<file path="config.mk">
export PLATFORM = sky130hd
export DESIGN_NAME = spi_byte_master
export DESIGN_NICKNAME = d
export VERILOG_FILES = /design/src/rtl/spi_bm_pkg.sv /design/src/rtl/spi_bm_baud.sv /design/src/rtl/spi_bm_hold.sv /design/src/rtl/spi_bm_engine.sv /design/src/rtl/spi_byte_master.sv
export SDC_FILE = /design/constraint.sdc
export NUM_CORES = 1
export LEC_CHECK = 0
export ABC_CLOCK_PERIOD_IN_PS = 4550
export BUFFER_PORTS_ARGS = -buffer_cell sky130_fd_sc_hd__buf_2
export CAP_MARGIN = 5
export CORE_MARGIN = 5
export CORE_UTILIZATION = 35
export CTS_BUF_LIST = sky130_fd_sc_hd__clkbuf_8
export CTS_CLUSTER_DIAMETER = 100
export DETAILED_ROUTE_END_ITERATION = 10
export GPL_TIMING_DRIVEN = 0
export SKIP_CTS_REPAIR_TIMING = 1
export SLEW_MARGIN = 20
export SYNTH_ARGS = -nofsm -noshare
export SYNTH_HDL_FRONTEND = slang
export SYNTH_SLANG_ARGS = --single-unit
</file>
<file path="constraint.sdc">
create_clock -name clk -period 4.55 [get_ports clk]
set_input_delay 1.365 -clock clk [delete_from_list [all_inputs] [get_ports clk]]
set_output_delay 1.365 -clock clk [all_outputs]
set_load 0.05 [all_outputs]
</file>
<file path="src/rtl/spi_bm_pkg.sv">
package spi_bm_pkg;

   typedef enum logic [1:0] {
      ENG_IDLE = 2'd0,
      ENG_RUN  = 2'd1,
      ENG_GAP  = 2'd2
   } eng_state_t;

endpackage

</file>
<file path="src/rtl/spi_bm_baud.sv">
module spi_bm_baud #(
   parameter int DIV_W = 8
) (
   input  logic             clk,
   input  logic             rst_n,
   input  logic             run,
   input  logic [DIV_W-1:0] div,
   output logic             tick
);

   logic [DIV_W-1:0] cnt_q;

   always_ff @(posedge clk) begin
      if (!rst_n || !run) begin
         cnt_q <= '0;
      end else if (cnt_q == div) begin
         cnt_q <= '0;
      end else begin
         cnt_q <= cnt_q + 1'b1;
      end
   end

   assign tick = run && (cnt_q == div);

endmodule

</file>
<file path="src/rtl/spi_bm_hold.sv">
module spi_bm_hold #(
   parameter int DATA_W = 8
) (
   input  logic              clk,
   input  logic              rst_n,
   input  logic              wr_en,
   input  logic [DATA_W-1:0] wr_data,
   input  logic              take,
   output logic              hold_valid,
   output logic [DATA_W-1:0] hold_data,
   output logic              overrun
);

   always_ff @(posedge clk) begin
      if (!rst_n) begin
         hold_valid <= 1'b0;
         hold_data  <= '0;
         overrun    <= 1'b0;
      end else begin
         overrun <= wr_en && hold_valid;
         if (take) begin
            hold_valid <= 1'b0;
         end else if (wr_en && !hold_valid) begin
            hold_valid <= 1'b1;
            hold_data  <= wr_data;
         end
      end
   end

   AST_TAKE_NEEDS_DATA: assert property (@(posedge clk) disable iff (!rst_n)
      take |-> hold_valid) else $error("take with empty buffer");

   AST_IGNORED_WRITE: assert property (@(posedge clk) disable iff (!rst_n)
      (wr_en && hold_valid && !take) |=> ($stable(hold_data) && hold_valid))
      else $error("held byte disturbed by ignored write");

endmodule

</file>
<file path="src/rtl/spi_bm_engine.sv">
module spi_bm_engine
   import spi_bm_pkg::*;
#(
   parameter int DATA_W = 8
) (
   input  logic              clk,
   input  logic              rst_n,
   input  logic              cfg_cpol,
   input  logic              cfg_cpha,
   input  logic              cfg_lsb_first,
   input  logic              tick,
   input  logic              wr_en,
   input  logic              hold_valid,
   input  logic [DATA_W-1:0] hold_data,
   input  logic              miso,
   output logic              take,
   output logic              run,
   output logic              sck,
   output logic              mosi,
   output logic [DATA_W-1:0] rd_data,
   output logic              busy,
   output logic              tx_done,
   output logic              tx_irq,
   output logic              rx_irq
);

   localparam int HALF_W = $clog2(2 * DATA_W);
   localparam logic [HALF_W-1:0] HALF_LAST = HALF_W'(2 * DATA_W - 1);

   eng_state_t        state_q;
   logic [HALF_W-1:0] half_q;
   logic [DATA_W-1:0] tx_sr_q;
   logic [DATA_W-1:0] rx_sr_q;
   logic [DATA_W-1:0] rx_shifted;
   logic [DATA_W-1:0] rx_fin;
   logic [DATA_W-1:0] hold_rev;
   logic [DATA_W-1:0] rx_rev;
   logic              cpha_q;
   logic              lsb_q;
   logic              in_run;
   logic              lead_edge;
   logic              sample_edge;
   logic              shift_edge;
   logic              end_edge;
   logic              start_now;

   always_comb begin
      in_run      = (state_q == ENG_RUN);
      lead_edge   = ~half_q[0];
      sample_edge = in_run && tick && (lead_edge ^ cpha_q);
      shift_edge  = in_run && tick && !(lead_edge ^ cpha_q)
                    && (half_q != '0) && (half_q != HALF_LAST);
      end_edge    = in_run && tick && (half_q == HALF_LAST);
      start_now   = hold_valid && ((state_q == ENG_IDLE) || (end_edge && !cpha_q));
      rx_shifted  = {rx_sr_q[DATA_W-2:0], miso};
      rx_fin      = sample_edge ? rx_shifted : rx_sr_q;
   end

   // Internal shifting is always toward the top bit; LSB-first mirrors at both ends.
   for (genvar gi = 0; gi < DATA_W; gi++) begin : g_mirror
      assign hold_rev[gi] = hold_data[DATA_W-1-gi];
      assign rx_rev[gi]   = rx_fin[DATA_W-1-gi];
   end

   always_ff @(posedge clk) begin
      if (!rst_n) begin
         state_q <= ENG_IDLE;
         half_q  <= '0;
         tx_sr_q <= '0;
         rx_sr_q <= '0;
         rd_data <= '0;
         cpha_q  <= 1'b0;
         lsb_q   <= 1'b0;
         sck     <= cfg_cpol;
         busy    <= 1'b0;
         tx_done <= 1'b0;
         tx_irq  <= 1'b0;
         rx_irq  <= 1'b0;
      end else begin
         tx_irq <= start_now;
         rx_irq <= end_edge;
         if (sample_edge) rx_sr_q <= rx_shifted;
         if (shift_edge)  tx_sr_q <= {tx_sr_q[DATA_W-2:0], 1'b0};
         if (in_run && tick) half_q <= half_q + 1'b1;
         if (end_edge) begin
            rd_data <= lsb_q ? rx_rev : rx_fin;
            tx_done <= 1'b1;
         end
         if (wr_en) tx_done <= 1'b0;
         unique case (state_q)
            ENG_IDLE: sck <= cfg_cpol;
            ENG_RUN: begin
               if (tick) sck <= ~sck;
               if (end_edge) begin
                  busy    <= 1'b0;
                  state_q <= cpha_q ? ENG_GAP : ENG_IDLE;
               end
            end
            ENG_GAP: begin
               sck <= cfg_cpol;
               if (tick) state_q <= ENG_IDLE;
            end
            default: state_q <= ENG_IDLE;
         endcase
         if (start_now) begin
            tx_sr_q <= cfg_lsb_first ? hold_rev : hold_data;
            cpha_q  <= cfg_cpha;
            lsb_q   <= cfg_lsb_first;
            half_q  <= '0;
            busy    <= 1'b1;
            sck     <= cfg_cpol;
            state_q <= ENG_RUN;
         end
      end
   end

   assign take = start_now;
   assign run  = (state_q != ENG_IDLE);
   assign mosi = tx_sr_q[DATA_W-1];

   AST_TXIRQ_BUSY: assert property (@(posedge clk) disable iff (!rst_n)
      tx_irq |-> busy) else $error("take pulse outside a transfer");

   AST_DONE_WITH_RX: assert property (@(posedge clk) disable iff (!rst_n)
      $rose(tx_done) |-> rx_irq) else $error("done without receive pulse");

   AST_RX_ENDS_BUSY: assert property (@(posedge clk) disable iff (!rst_n)
      rx_irq |-> $past(busy)) else $error("receive pulse without transfer");

   AST_RX_ON_TICK: assert property (@(posedge clk) disable iff (!rst_n)
      rx_irq |-> $past(tick)) else $error("byte ended off a baud tick");

   AST_SCK_IDLE: assert property (@(posedge clk) disable iff (!rst_n)
      (!busy && $past(!busy) && $stable(cfg_cpol)) |-> (sck == cfg_cpol))
      else $error("serial clock away from idle level");

endmodule

</file>
<file path="src/rtl/spi_byte_master.sv">
module spi_byte_master #(
   parameter int DATA_W = 8,
   parameter int DIV_W  = 8
) (
   input  logic              clk,
   input  logic              rst_n,
   input  logic              cfg_cpol,
   input  logic              cfg_cpha,
   input  logic              cfg_lsb_first,
   input  logic [DIV_W-1:0]  baud_div,
   input  logic              wr_en,
   input  logic [DATA_W-1:0] wr_data,
   input  logic              miso,
   output logic              sck,
   output logic              mosi,
   output logic [DATA_W-1:0] rd_data,
   output logic              busy,
   output logic              tx_done,
   output logic              tx_irq,
   output logic              rx_irq,
   output logic              overrun
);

   if (DATA_W < 2) begin : g_bad_data_w
      $error("DATA_W must be at least 2");
   end
   if (DIV_W < 1) begin : g_bad_div_w
      $error("DIV_W must be at least 1");
   end

   logic              tick;
   logic              run;
   logic              take;
   logic              hold_valid;
   logic [DATA_W-1:0] hold_data;

   spi_bm_hold #(.DATA_W(DATA_W)) u_hold (
      .clk        (clk),
      .rst_n      (rst_n),
      .wr_en      (wr_en),
      .wr_data    (wr_data),
      .take       (take),
      .hold_valid (hold_valid),
      .hold_data  (hold_data),
      .overrun    (overrun)
   );

   spi_bm_baud #(.DIV_W(DIV_W)) u_baud (
      .clk   (clk),
      .rst_n (rst_n),
      .run   (run),
      .div   (baud_div),
      .tick  (tick)
   );

   spi_bm_engine #(.DATA_W(DATA_W)) u_eng (
      .clk           (clk),
      .rst_n         (rst_n),
      .cfg_cpol      (cfg_cpol),
      .cfg_cpha      (cfg_cpha),
      .cfg_lsb_first (cfg_lsb_first),
      .tick          (tick),
      .wr_en         (wr_en),
      .hold_valid    (hold_valid),
      .hold_data     (hold_data),
      .miso          (miso),
      .take          (take),
      .run           (run),
      .sck           (sck),
      .mosi          (mosi),
      .rd_data       (rd_data),
      .busy          (busy),
      .tx_done       (tx_done),
      .tx_irq        (tx_irq),
      .rx_irq        (rx_irq)
   );

endmodule

</file>
==> impl_metrics.toml <==
[yosys]
ys.flop_type = "dfxtp_1"
synth_top_family_by_area = "simple AND/OR/NAND/NOR gates"
synth_xor_area_share_pct = 6.029
async_reset_ff_share_pct = 0
synth-simple-area-share_pct = 18.42
ys_warn_count = 0
yosysSeqAreaShare_pct = 42.49
synth_cells = 262
synth_cell_types = 42
synth-adder-area-share_pct = 1.435
synth_edf_count = 1
synth_compound_area_share_pct = 9.761
ys_ff_latch = 55
syn-num-nets = 288
synthesis.area_sq_um = 2615
syn_avg_cell_area_sq_um = 9.981
muxShareOfSynthArea_pct = 17.42

[sta]
final.setup.worst_slack_ps = 1880
rsz0062_at_grt = "no"
fin_crit_sh_pct = 58.69
max_slew.worst_pin.slew_ps = 574.0
finalCriticalPeriod_ps = 2670
whs_ps = 463.6
maxSlewViolCount = 0
fmaxAchievable_mhz = 374.5
max_slew_margin_pct = 61.59
hold_viol = 0
setup_violations = 0
finalSetupTns_ps = 0
finClkSkew_ps = 14.81

[finish]
synthToLayoutAreaGrowth_pct = 15.12
seq_area_sq_um = 1111
mostFrequentLayoutCells = "dfxtp_1 (54), nor2_1 (36), buf_2 (35)"
layout_commonest_cell = "dfxtp_1"
drive_gt1_share_pct = 22.95
fill_cells = 744
finalNetCount = 330
multi_input_area_sq_um = 1388
diodes = 0

[place]
gp_congestion = 0.7690
dp_hpwl_um = 4099
post-place-ws_ps = 1528
portBuffers = 35

[setup_path]
crit_chain = "buf_2 > xnor2_1 > and3_1 > buf_4 > nand4_1 > nor2_1 > a31o_2"
critPathMaxFanout = 8
critical_path_class = "in2reg"
slowest_stage = "nor2_1"
cp-end-kind = "flip-flop"
critPathMaxStageDelay_ps = 480
crit_family = "simple AND/OR/NAND/NOR gates"
start_kind = "primary input"
path_buf_inv = 2
crit_required_ps = 4820
worstPathArrival_ps = 2940

[drt]
viasPerCell = 4.936
drc = 0
drt-initial-drc-count = 132
drtAntennaViolNets = 0
avgRoutedWirePerCell_um = 13.52
vias = 1994
dr.pass1.iters = 4
routed_wl_um = 5462

[cts]
cts_tree = "built"
cts_root_buf = "clkbuf_8"
clockBufferDepth = 2
h-tree-depth = 2
path_clk_slew_ps = 110
clk_latency_ps = 320
cts_buffers = 5
cts_sinks = 55

[global_routing]
grt_pass1_vias = 1876
grt_max_degree = 20
grt_pass1_wl_um = 9025
grt_overflow_total = 0
grt_usage_pct = 12.49
grt_antenna_before_repair = 0

[min_path]
hold_class = "reg2reg"

[die]
rows = 31
start_util_pct = 36.05
coreArea_sq_um = 7253
pin_count = 38
dieWidth_um = 96.44
die_area_sq_um = 9300
fp.dieH_um = 96.44

[power]
internal_power_mw = 0.6596
cellPowerDensity_nw_per_um2 = 305.9
sequentialPowerShare_pct = 55.7
clkPwrFrac_pct = 31.9
power_mw = 0.9208
p_sw_mw = 0.2612
p_leak_nw = 1.265
swShare_pct = 28.37
peakVddDrop_mv = 0.1213
combPwrFrac_pct = 12.4

[flow_run]
maxCapViolCount = 0

[status]
status = "completed"
-- kinds of logic (layout without fill, tap and decap cells) --
kind of cell             count (synthesis)  count (layout)
AND/OR/NAND/NOR                         92              92
flip-flops                              55              55
adder cells (fa/ha/maj)                  3               3
multiplexers                            37              37
buffers and inverters                   22              65
XOR/XNOR                                18              18
AO/OA/AOI/OAI                           35              35
-- power groups by stage --
| stage | sequential, mW | clock, mW | combinational (mW) |
|---|---|---|---|
| 5_1_grt | 0.516 | 0.317 | 0.126 |
| 2_1_floorplan | 0.534 | 0 | 0.0713 |
| 6_report | 0.513 | 0.294 | 0.114 |
| 3_3_place_gp | 0.524 | 0 | 0.114 |
| 4_1_cts | 0.513 | 0.304 | 0.115 |
| 3_5_place_dp | 0.523 | 0 | 0.115 |
-- worst register-to-register path, cell delays in order (launching register included) --
cell	delay (ps)
dfxtp_1	380
ha_1	230
and3_1	240
a211oi_1	240
nand4_2	350
mux2i_1	210
a211oi_1	260
-- layout make-up --
class	instances	area share, %
Inverter	9	1.122
Tap cell	99	4.115
Clock inverter	3	0.9144
Timing Repair Buffer	35	5.819
Buffer	13	2.743
Multi-Input combinational cell	185	46.09
Sequential cell	55	36.91
Clock buffer	5	2.286
-- state kept, by name, indices dropped and copies added, names as in the netlist --
| register | flops |
|---|---|
| u_baud.cnt_q | 8 |
| u_eng.rd_data | 8 |
| u_eng.rx_sr_q | 8 |
| u_eng.tx_sr_q | 8 |
| u_hold.hold_data | 8 |
| u_eng.half_q | 4 |
| u_eng.state_q | 2 |
| u_eng.busy | 1 |
| u_eng.cpha_q | 1 |
| u_eng.lsb_q | 1 |
| u_eng.rx_irq | 1 |
| u_eng.sck | 1 |
| u_eng.tx_done | 1 |
| u_eng.tx_irq | 1 |
| u_hold.hold_valid | 1 |
| u_hold.overrun | 1 |
-- layer usage --
layer / share of wire (%) / GRT usage (%)
met3: 5.3 / 3.253
met5: 0 / 0
met4: 1.1 / 3.855
met2: 46 / 20.36
met1: 48 / 16.20
-- worst paths after layout --
kind	from	end	slack, ps	depth (start not counted)
max reg2reg	u_eng.half_q[0]$_SDFFE_PP0P_	u_eng.tx_sr_q[3]$_SDFFE_PN0P_	2590	6
max	baud_div[5]	u_eng.rd_data[3]$_SDFFE_PN0P_	1880	7
min reg2reg	u_eng.rd_data[6]$_SDFFE_PN0P_	u_eng.rd_data[6]$_SDFFE_PN0P_	460	2
min	u_eng.rd_data[6]$_SDFFE_PN0P_	u_eng.rd_data[6]$_SDFFE_PN0P_	460	2
-- cell usage after synthesis (3+ instances only) --
master | count | area (sq um)
nand3_1 | 13 | 65.06
buf_6 | 3 | 33.78
buf_4 | 3 | 22.52
clkbuf_1 | 6 | 22.52
inv_1 | 8 | 30.03
xnor2_1 | 16 | 140.1
nor2_1 | 36 | 135.1
a21oi_1 | 9 | 45.04
and3_1 | 8 | 50.05
a211oi_1 | 8 | 60.06
o22ai_1 | 3 | 18.77
nand4_1 | 7 | 43.79
dfxtp_1 | 54 | 1081
mux2_2 | 8 | 90.09
o2bb2ai_1 | 6 | 52.55
mux2i_1 | 23 | 230.2
nand2_1 | 11 | 41.29
ha_1 | 3 | 37.54
mux4_2 | 6 | 135.1
-- metrics by stage --
| step | util [%] | instances | instance area [sq um] |
|---|---|---|---|
| after floorplan | - | 262 | 2615 |
| after global placement | 40.18 | 396 | 2914 |
| after detailed placement | 40.18 | 396 | 2914 |
| after CTS | 41.50 | 404 | 3010 |
| after global routing | 41.50 | 404 | 3010 |
| final | 41.50 | 404 | 3010 |
(Power assumes the default switching activity.)
